[config.mk]
export PLATFORM = sky130hd
export DESIGN_NAME = colpkt_spacer
export DESIGN_NICKNAME = d
export VERILOG_FILES = /design/src/rtl/colpkt_pkg.sv /design/src/rtl/colpkt_hist.sv /design/src/rtl/colpkt_rules.sv /design/src/rtl/colpkt_timer.sv /design/src/rtl/colpkt_spacer.sv
export SDC_FILE = /design/constraint.sdc
export NUM_CORES = 1
export LEC_CHECK = 0
export ABC_AREA = 1
export BUFFER_PORTS_ARGS = -buffer_cell sky130_fd_sc_hd__buf_2
export CAP_MARGIN = 25
export CELL_PAD_IN_SITES_DETAIL_PLACEMENT = 1
export CELL_PAD_IN_SITES_GLOBAL_PLACEMENT = 2
export CORE_MARGIN = 2
export CORE_UTILIZATION = 33
export CTS_CLUSTER_DIAMETER = 30
export CTS_CLUSTER_SIZE = 28
export DETAILED_ROUTE_END_ITERATION = 6
export PLACE_DENSITY_LB_ADDON = 0.1
export SYNTH_ARGS = -nofsm -noshare
export SYNTH_HDL_FRONTEND = slang
export SYNTH_SLANG_ARGS = --single-unit
[constraint.sdc]
create_clock -name clk -period 3.38 [get_ports clk]
set_input_delay 0.169 -clock clk [delete_from_list [all_inputs] [get_ports clk]]
set_output_delay 0.169 -clock clk [all_outputs]
set_load 0.01 [all_outputs]
[src/rtl/colpkt_pkg.sv]
package colpkt_pkg;

    // Opcode coding on the command and packet ports
    localparam logic [2:0] OP_NOCOP = 3'd0;
    localparam logic [2:0] OP_RD    = 3'd1;
    localparam logic [2:0] OP_WR    = 3'd2;
    localparam logic [2:0] OP_PREC  = 3'd3;
    localparam logic [2:0] OP_RDA   = 3'd4;
    localparam logic [2:0] OP_WRA   = 3'd5;

    // Spacing class of a packet
    typedef enum logic [1:0] {
        K_IDLE  = 2'd0,
        K_READ  = 2'd1,
        K_WRITE = 2'd2
    } kind_e;

    // Which spacing rule applies to the waiting command
    typedef enum logic [1:0] {
        GAP_BASE   = 2'd0,
        GAP_TURN   = 2'd1,
        GAP_RETIRE = 2'd2
    } gap_sel_e;

    function automatic kind_e op_kind(input logic [2:0] op);
        kind_e k;
        case (op)
            OP_RD, OP_RDA: k = K_READ;
            OP_WR, OP_WRA: k = K_WRITE;
            default:       k = K_IDLE;
        endcase
        return k;
    endfunction

    function automatic int imax(input int a, input int b);
        return (a > b) ? a : b;
    endfunction

    function automatic int cnt_width(input int maxval);
        int w;
        w = 1;
        while ((1 << w) <= maxval) w++;
        return w;
    endfunction

endpackage

[src/rtl/colpkt_hist.sv]
module colpkt_hist
    import colpkt_pkg::*;
#(
    parameter int DEV_W = 5
) (
    input  logic             clk,
    input  logic             rst,
    input  logic             issue,
    input  logic             fill,
    input  kind_e            c_kind,
    input  logic [DEV_W-1:0] c_dev,
    output kind_e            a_kind,
    output logic [DEV_W-1:0] a_dev,
    output logic             a_pend,
    output kind_e            b_kind,
    output logic [DEV_W-1:0] b_dev
);

    logic             b_pend;
    logic             unret_vld;
    logic [DEV_W-1:0] unret_dev;
    logic             c_hits_unret;

    assign c_hits_unret = unret_vld && (unret_dev == c_dev);

    always_ff @(posedge clk) begin
        if (rst) begin
            a_kind    <= K_IDLE;
            a_dev     <= '0;
            a_pend    <= 1'b0;
            b_kind    <= K_IDLE;
            b_dev     <= '0;
            b_pend    <= 1'b0;
            unret_vld <= 1'b0;
            unret_dev <= '0;
        end else if (issue) begin
            a_kind <= b_kind;
            a_dev  <= b_dev;
            a_pend <= b_pend;
            b_kind <= c_kind;
            b_dev  <= c_dev;
            b_pend <= c_hits_unret;
            if (c_kind == K_WRITE) begin
                unret_vld <= 1'b1;
                unret_dev <= c_dev;
            end else if (c_kind == K_IDLE) begin
                unret_vld <= 1'b0;
            end
        end else if (fill) begin
            unret_vld <= 1'b0;
        end
    end


    wr_marks_dev_chk: assert property (@(posedge clk) disable iff (rst)
        (issue && c_kind == K_WRITE) |=> (unret_vld && unret_dev == $past(c_dev)));


    fill_clears_chk: assert property (@(posedge clk) disable iff (rst)
        (fill && !issue) |=> !unret_vld);

endmodule

[src/rtl/colpkt_rules.sv]
module colpkt_rules
    import colpkt_pkg::*;
#(
    parameter int DEV_W = 5
) (
    input  kind_e            a_kind,
    input  logic [DEV_W-1:0] a_dev,
    input  logic             a_pend,
    input  kind_e            b_kind,
    input  logic [DEV_W-1:0] b_dev,
    input  kind_e            c_kind,
    input  logic [DEV_W-1:0] c_dev,
    output logic             hazard,
    output gap_sel_e         gap_sel
);

    logic wr_then_rd_same;
    logic a_holds_write;

    assign wr_then_rd_same = (b_kind == K_WRITE) && (c_kind == K_READ) && (c_dev == b_dev);
    assign a_holds_write   = (a_dev == b_dev) &&
                             ((a_kind == K_WRITE) || ((a_kind == K_READ) && a_pend));
    assign hazard          = wr_then_rd_same && a_holds_write;

    always_comb begin
        if (b_kind == K_IDLE || c_kind == K_IDLE)
            gap_sel = GAP_BASE;
        else if (hazard)
            gap_sel = GAP_RETIRE;
        else if (b_kind == K_READ && c_kind == K_WRITE)
            gap_sel = GAP_TURN;
        else
            gap_sel = GAP_BASE;
    end

endmodule

[src/rtl/colpkt_timer.sv]
module colpkt_timer
    import colpkt_pkg::*;
#(
    parameter int T_CC  = 4,
    parameter int T_CAC = 8,
    parameter int T_CWD = 6,
    parameter int T_RTR = 8
) (
    input  logic     clk,
    input  logic     rst,
    input  logic     issue,
    input  logic     fill,
    input  gap_sel_e gap_sel,
    output logic     gap_ok,
    output logic     any_ok
);

    localparam int TURN    = T_CC + T_CAC - T_CWD;
    localparam int RTR_EFF = imax(T_RTR, 2 * T_CC);
    localparam int MAXG    = imax(TURN, RTR_EFF);
    localparam int CW      = cnt_width(MAXG);

    localparam logic [CW-1:0] C_MAX  = CW'(MAXG);
    localparam logic [CW-1:0] C_ONE  = CW'(1);
    localparam logic [CW-1:0] C_CC   = CW'(T_CC);
    localparam logic [CW-1:0] C_TURN = CW'(TURN);
    localparam logic [CW-1:0] C_RTR  = CW'(RTR_EFF);

    logic [CW-1:0] since_real;
    logic [CW-1:0] since_any;
    logic [CW-1:0] need;

    always_comb begin
        case (gap_sel)
            GAP_TURN:   need = C_TURN;
            GAP_RETIRE: need = C_RTR;
            default:    need = C_CC;
        endcase
    end

    always_ff @(posedge clk) begin
        if (rst) begin
            since_real <= C_MAX;
            since_any  <= C_MAX;
        end else begin
            if (issue)
                since_real <= C_ONE;
            else if (since_real != C_MAX)
                since_real <= since_real + C_ONE;
            if (issue || fill)
                since_any <= C_ONE;
            else if (since_any != C_MAX)
                since_any <= since_any + C_ONE;
        end
    end

    assign gap_ok = (since_real >= need);
    assign any_ok = (since_any >= C_CC);


    retire_window_chk: assert property (@(posedge clk) disable iff (rst)
        (issue && gap_sel == GAP_RETIRE) |-> (since_real >= C_RTR));

endmodule

[src/rtl/colpkt_spacer.sv]
module colpkt_spacer
    import colpkt_pkg::*;
#(
    parameter int DEV_W  = 5,
    parameter int BANK_W = 4,
    parameter int COL_W  = 6,
    parameter int T_CC   = 4,
    parameter int T_CAC  = 8,
    parameter int T_CWD  = 6,
    parameter int T_RTR  = 8
) (
    input  logic              clk,
    input  logic              rst,
    input  logic              in_valid,
    output logic              in_ready,
    input  logic [2:0]        in_op,
    input  logic [DEV_W-1:0]  in_dev,
    input  logic [BANK_W-1:0] in_bank,
    input  logic [COL_W-1:0]  in_col,
    output logic              out_valid,
    output logic              out_filler,
    output logic [2:0]        out_op,
    output logic [DEV_W-1:0]  out_dev,
    output logic [BANK_W-1:0] out_bank,
    output logic [COL_W-1:0]  out_col
);

    localparam int SW = cnt_width(T_CC);

    kind_e            c_kind;
    kind_e            a_kind, b_kind;
    logic [DEV_W-1:0] a_dev, b_dev;
    logic             a_pend;
    logic             hazard;
    gap_sel_e         gap_sel;
    logic             gap_ok, any_ok;
    logic             fill_done;
    logic             fill_fire;
    logic             take;

    assign c_kind = op_kind(in_op);

    colpkt_hist #(.DEV_W(DEV_W)) u_hist (
        .clk    (clk),
        .rst    (rst),
        .issue  (take),
        .fill   (fill_fire),
        .c_kind (c_kind),
        .c_dev  (in_dev),
        .a_kind (a_kind),
        .a_dev  (a_dev),
        .a_pend (a_pend),
        .b_kind (b_kind),
        .b_dev  (b_dev)
    );

    colpkt_rules #(.DEV_W(DEV_W)) u_rules (
        .a_kind  (a_kind),
        .a_dev   (a_dev),
        .a_pend  (a_pend),
        .b_kind  (b_kind),
        .b_dev   (b_dev),
        .c_kind  (c_kind),
        .c_dev   (in_dev),
        .hazard  (hazard),
        .gap_sel (gap_sel)
    );

    colpkt_timer #(
        .T_CC  (T_CC),
        .T_CAC (T_CAC),
        .T_CWD (T_CWD),
        .T_RTR (T_RTR)
    ) u_timer (
        .clk     (clk),
        .rst     (rst),
        .issue   (take),
        .fill    (fill_fire),
        .gap_sel (gap_sel),
        .gap_ok  (gap_ok),
        .any_ok  (any_ok)
    );

    assign in_ready  = gap_ok && any_ok && !(hazard && !fill_done);
    assign take      = in_valid && in_ready;
    assign fill_fire = in_valid && hazard && !fill_done && any_ok;

    always_ff @(posedge clk) begin
        if (rst)
            fill_done <= 1'b0;
        else if (take)
            fill_done <= 1'b0;
        else if (fill_fire)
            fill_done <= 1'b1;
    end

    always_ff @(posedge clk) begin
        if (rst) begin
            out_valid  <= 1'b0;
            out_filler <= 1'b0;
            out_op     <= OP_NOCOP;
            out_dev    <= '0;
            out_bank   <= '0;
            out_col    <= '0;
        end else begin
            out_valid  <= take || fill_fire;
            out_filler <= fill_fire;
            if (take) begin
                out_op   <= in_op;
                out_dev  <= in_dev;
                out_bank <= in_bank;
                out_col  <= in_col;
            end else begin
                out_op   <= OP_NOCOP;
                out_dev  <= '0;
                out_bank <= '0;
                out_col  <= '0;
            end
        end
    end

    // Spacing monitor feeding the output spacing check
    logic [SW-1:0] out_gap;
    always_ff @(posedge clk) begin
        if (rst)
            out_gap <= SW'(T_CC);
        else if (out_valid)
            out_gap <= SW'(1);
        else if (out_gap != SW'(T_CC))
            out_gap <= out_gap + SW'(1);
    end


    out_spacing_chk: assert property (@(posedge clk) disable iff (rst)
        out_valid |-> (out_gap >= SW'(T_CC)));


    pass_through_chk: assert property (@(posedge clk) disable iff (rst)
        take |=> (out_valid && !out_filler && out_op == $past(in_op) &&
                  out_dev == $past(in_dev) && out_bank == $past(in_bank) &&
                  out_col == $past(in_col)));


    filler_is_noop_chk: assert property (@(posedge clk) disable iff (rst)
        out_filler |-> (out_valid && out_op == OP_NOCOP));


    filler_stalls_chk: assert property (@(posedge clk) disable iff (rst)
        fill_fire |-> (!in_ready && in_valid));

endmodule

==> reports/summary.md <==
The number of global-route vias before repair is 1964, and the number of distinct library cell variants in the gate-level netlist after synthesis is 30. The run gives 0.68 ns as the register-to-register path setup slack. The worst setup path is launched from a flip-flop. Buffers inserted during clock tree synthesis total 5. The number of standard cells in the layout, taps in and fillers out came out at 406.

Global routing finished with a remaining overflow of 0. Post-route DRC violation count: 0. Summing every instance area after synthesis gives 0.00213 sq mm.

In this run the power density over the cells is 525 mW/mm^2. In the final design database the tool counted 356 nets. TritonCTS built the clock tree. For the global-route usage over all layers, the log shows 16.0%. Clock-pin slew was measured on the worst setup and hold paths at 0.10 ns. The run gives 3.63 ns as the required arrival time at the worst endpoint. The launch point of the worst path was u_hist.b_dev[4]. Sequential cells were found to cover 48.0% of the synthesized design area.

Counting tap cells, the placed design contains a total of 398 instances. The run gives 0 ns as the post-route setup TNS. The global routing usage on met2 was 27.8%; the routed length per instance was 12.9 um. For the net count after synthesis, the log shows 311. The area growth from synthesis to layout is 17.9%.

Detailed placement ended at an HPWL of 3900 um. For the worst setup path, the data arrival time is 2.95 ns. The fraction of layout instances using a drive strength above 1 came out at 19.1%. The final count of pins violating max slew was 0. The worst setup path is captured at a flip-flop. The number of antenna-violating nets in the routed design came out at 0. The post-synthesis instance total came out at 283. The first global-routing pass estimated 9110 um of wire. Entering global routing, the biggest net connects 20 pins. The startpoint identified for the worst register-to-register timing path is u_hist.b_dev[4]. The global routing stage identified its most utilized layer as met2. For the worst flop-to-flop path, the logic depth is 15. Gates resized during post-CTS repair numbered 0. The mean post-synth cell area was 7.51 sq um; the peak ir drop on the vdd network was 0.204 mV. In the layout the commonest cells are sky130_fd_sc_hd__nand2_1 (55), sky130_fd_sc_hd__dfxtp_1 (51), sky130_fd_sc_hd__nor2_1 (50). The part of the cycle the worst path needs works out to 79.8%. The first detailed-routing pass took 4 iterations. The final period demand of the worst path was 2.70 ns. The H-tree was split into 2 levels. The count of buffers added by post-CTS timing repair for setup is 0.

The root buffer cell is sky130_fd_sc_hd__clkbuf_8. Yosys printed 0 warnings. For this block, the initial DRC count from the detailed router was 45. Leaving out fill and tap cells, the most frequent cell in the layout is sky130_fd_sc_hd__nand2_1. Setup repair after global routing left no endpoint under its margin. The initial core utilization is 33.9%.

Timing endpoint of the critical path: out_op[1]. The run gives 0.789 as the final estimated routing congestion in global placement. Along the worst path, the maximum fanout reaches 14.

The flow ran to the end, and the final reports show no timing, DRC or antenna violations. Initial antenna violation count: 0. The leakage dissipation is 1.27 nW. The run gives 0 as the final-report setup violation count. By startpoint and endpoint, the worst setup path is classified as flip-flop to flip-flop. Based on the critical path, the design can be clocked at up to 371 MHz. Across the run, the number of max-cap violations was 0. In this run, synthesis produced a sequential element count of 51. Final number of hold-violating endpoints: 0.

After clock tree synthesis, the flow added hold-fix buffers numbering 0. Summed over all layers, the routed wires come to 5250 um. The path class of the lowest-slack min-delay path is primary input to flip-flop. The routed layout has 1867 vias. The core region is 0.00628 sq mm. For this run, global-route usage on met1 was measured as 19.5%. The floorplan has 29 rows. Clock latency on the worst-skew pair: 0.31 ns. The capture point of the worst reg-to-reg path is out_op[1]. Dividing the detail-routed via count by the number of cells gives 4.60.

The headroom to the max-slew limit was 59.7%; the met3 global-route usage was 4.52%. Number of clock sinks: 51. The floorplan step defined a die boundary enclosing 0.00710 sq mm. The die is 84.3 um tall.

For the final database, setup skew stands at 0.00513 ns. The top-level I/O count is 42. For the antenna diode count, the log shows 0.

For the pin with the worst max-slew slack, the measured transition is 0.601 ns. Count of port buffers added during placement: 41. The clock passes through at most 2 buffers. The overall die width came out at 84.3 um.
synthesized netlist by cell type:
| cell | number | area [sq um] |
|---|---|---|
| sky130_fd_sc_hd__clkbuf_8 | 1 | 13.8 |
| sky130_fd_sc_hd__a31oi_1 | 1 | 6.26 |
| sky130_fd_sc_hd__buf_8 | 1 | 15.0 |
| sky130_fd_sc_hd__nand3b_1 | 1 | 7.51 |
| sky130_fd_sc_hd__nand2_2 | 2 | 12.5 |
| sky130_fd_sc_hd__or2_2 | 1 | 6.26 |
| sky130_fd_sc_hd__clkinv_1 | 1 | 3.75 |
| sky130_fd_sc_hd__buf_4 | 2 | 15.0 |
| sky130_fd_sc_hd__o21ai_0 | 15 | 75.1 |
| sky130_fd_sc_hd__a221oi_1 | 2 | 17.5 |
| sky130_fd_sc_hd__nand4_2 | 1 | 12.5 |
| sky130_fd_sc_hd__dfxtp_1 | 51 | 1020 |
| sky130_fd_sc_hd__nor2_4 | 1 | 11.3 |
| sky130_fd_sc_hd__nor2_2 | 1 | 6.26 |
| sky130_fd_sc_hd__o21a_1 | 1 | 7.51 |
| sky130_fd_sc_hd__inv_1 | 45 | 169 |
| sky130_fd_sc_hd__nand3_1 | 15 | 75.1 |
| sky130_fd_sc_hd__buf_2 | 1 | 5.00 |
| sky130_fd_sc_hd__ha_1 | 7 | 87.6 |
| sky130_fd_sc_hd__nand2_1 | 55 | 206 |
| sky130_fd_sc_hd__nor2_1 | 50 | 188 |
| sky130_fd_sc_hd__o22ai_1 | 1 | 6.26 |
| sky130_fd_sc_hd__nor3_1 | 1 | 5.00 |
| sky130_fd_sc_hd__inv_2 | 4 | 15.0 |
| sky130_fd_sc_hd__nand4_1 | 3 | 18.8 |
| sky130_fd_sc_hd__o21ai_1 | 7 | 35.0 |
| sky130_fd_sc_hd__a21oi_1 | 6 | 30.0 |
| sky130_fd_sc_hd__xor2_1 | 3 | 26.3 |
| sky130_fd_sc_hd__a211oi_1 | 1 | 7.51 |
| sky130_fd_sc_hd__nand3_2 | 2 | 20.0 |
through the flow:
stage	cell area [sq um]	setup WS, ns	hold slack [ns]	util [%]	power, W
detailed placement	2390	0.658	0.390	38.1	0.000896
finish	2510	0.682	0.0622	39.9	0.00131
global route	2510	0.338	0.0548	39.9	0.00140
global placement	2390	0.707	0.382	38.1	0.000890
floorplan	2130	1.22	0.238	-	0.000824
CTS	2510	0.651	0.0512	39.9	0.00134
worst min path at each step:
stage	cells after the start	slack, ns	from	end
global route	3	0.05	in_bank[0]	out_bank[0]
detailed placement	3	0.39	in_col[5]	out_col[5]
global placement	3	0.38	in_col[5]	out_col[5]
floorplan	1	0.24	rst	u_hist.b_kind[0]
finish	3	0.06	in_col[5]	out_col[5]
CTS	3	0.05	in_col[4]	out_col[4]
layout make-up:
| type | count | area [sq um] |
|---|---|---|
| well taps | 77 | 96.3 |
| multi-input cells | 177 | 868 |
| fillers | 818 | 3770 |
| repair buffers | 43 | 220 |
| clock buffers | 5 | 68.8 |
| flip-flops and latches | 51 | 1020 |
| inverters | 50 | 188 |
| clock inverters | 3 | 43.8 |
report_power, final:
group	switching (W)	internal [W]	total (W)	leakage, nW
registers	0.0000248	0.000640	0.000665	0.416
clock network	0.000215	0.000221	0.000436	0.0581
logic	0.000135	0.0000782	0.000213	0.791
total	0.000375	0.000939	0.00131	1.27
routing by layer:
| layer | wire (um) | up-vias |
|---|---|---|
| met3 | 261 | 4 |
| met4 | 46 | 0 |
| met2 | 2430 | 40 |
| li1 | - | 971 |
| met1 | 2510 | 852 |
| met5 | 0 | - |
cells by family after synthesis:
| family | after synthesis | share of synthesized area (%) |
|---|---|---|
| XOR/XNOR | 3 | 1.24 |
| flip-flops | 51 | 48.0 |
| adder cells (fa/ha/maj) | 7 | 4.12 |
| AND/OR/NAND/NOR | 133 | 26.8 |
| buffers and inverters | 55 | 11.1 |
| AO/OA/AOI/OAI | 34 | 8.71 |
worst max-delay path, cell delays in order, from the launching register on:
cell                      delay (ns)
sky130_fd_sc_hd__dfxtp_1        0.34
sky130_fd_sc_hd__inv_1          0.08
sky130_fd_sc_hd__nand2_1        0.08
sky130_fd_sc_hd__nand2_1        0.05
sky130_fd_sc_hd__nor2_1         0.08
sky130_fd_sc_hd__nand2_1        0.08
sky130_fd_sc_hd__nor2_1         0.15
sky130_fd_sc_hd__nand2_1        0.09
sky130_fd_sc_hd__ha_1           0.32
sky130_fd_sc_hd__a21oi_1        0.08
sky130_fd_sc_hd__a31oi_1        0.39
sky130_fd_sc_hd__nand2_1        0.11
sky130_fd_sc_hd__inv_1          0.11
sky130_fd_sc_hd__nand3_1        0.28
sky130_fd_sc_hd__buf_4          0.32
sky130_fd_sc_hd__nor2_1         0.11
registers in the layout, summed over array words and instances (netlist names):
signal / cells
fill_done: 1
out_bank: 4
out_col: 6
out_dev: 5
out_filler: 1
out_op: 3
out_valid: 1
u_hist.a_dev: 5
u_hist.a_kind: 2
u_hist.a_pend: 1
u_hist.b_dev: 5
u_hist.b_kind: 2
u_hist.b_pend: 1
u_hist.unret_dev: 5
u_hist.unret_vld: 1
u_timer.since_any: 4
u_timer.since_real: 4
Note: power is estimated with default switching activity, not from simulation.
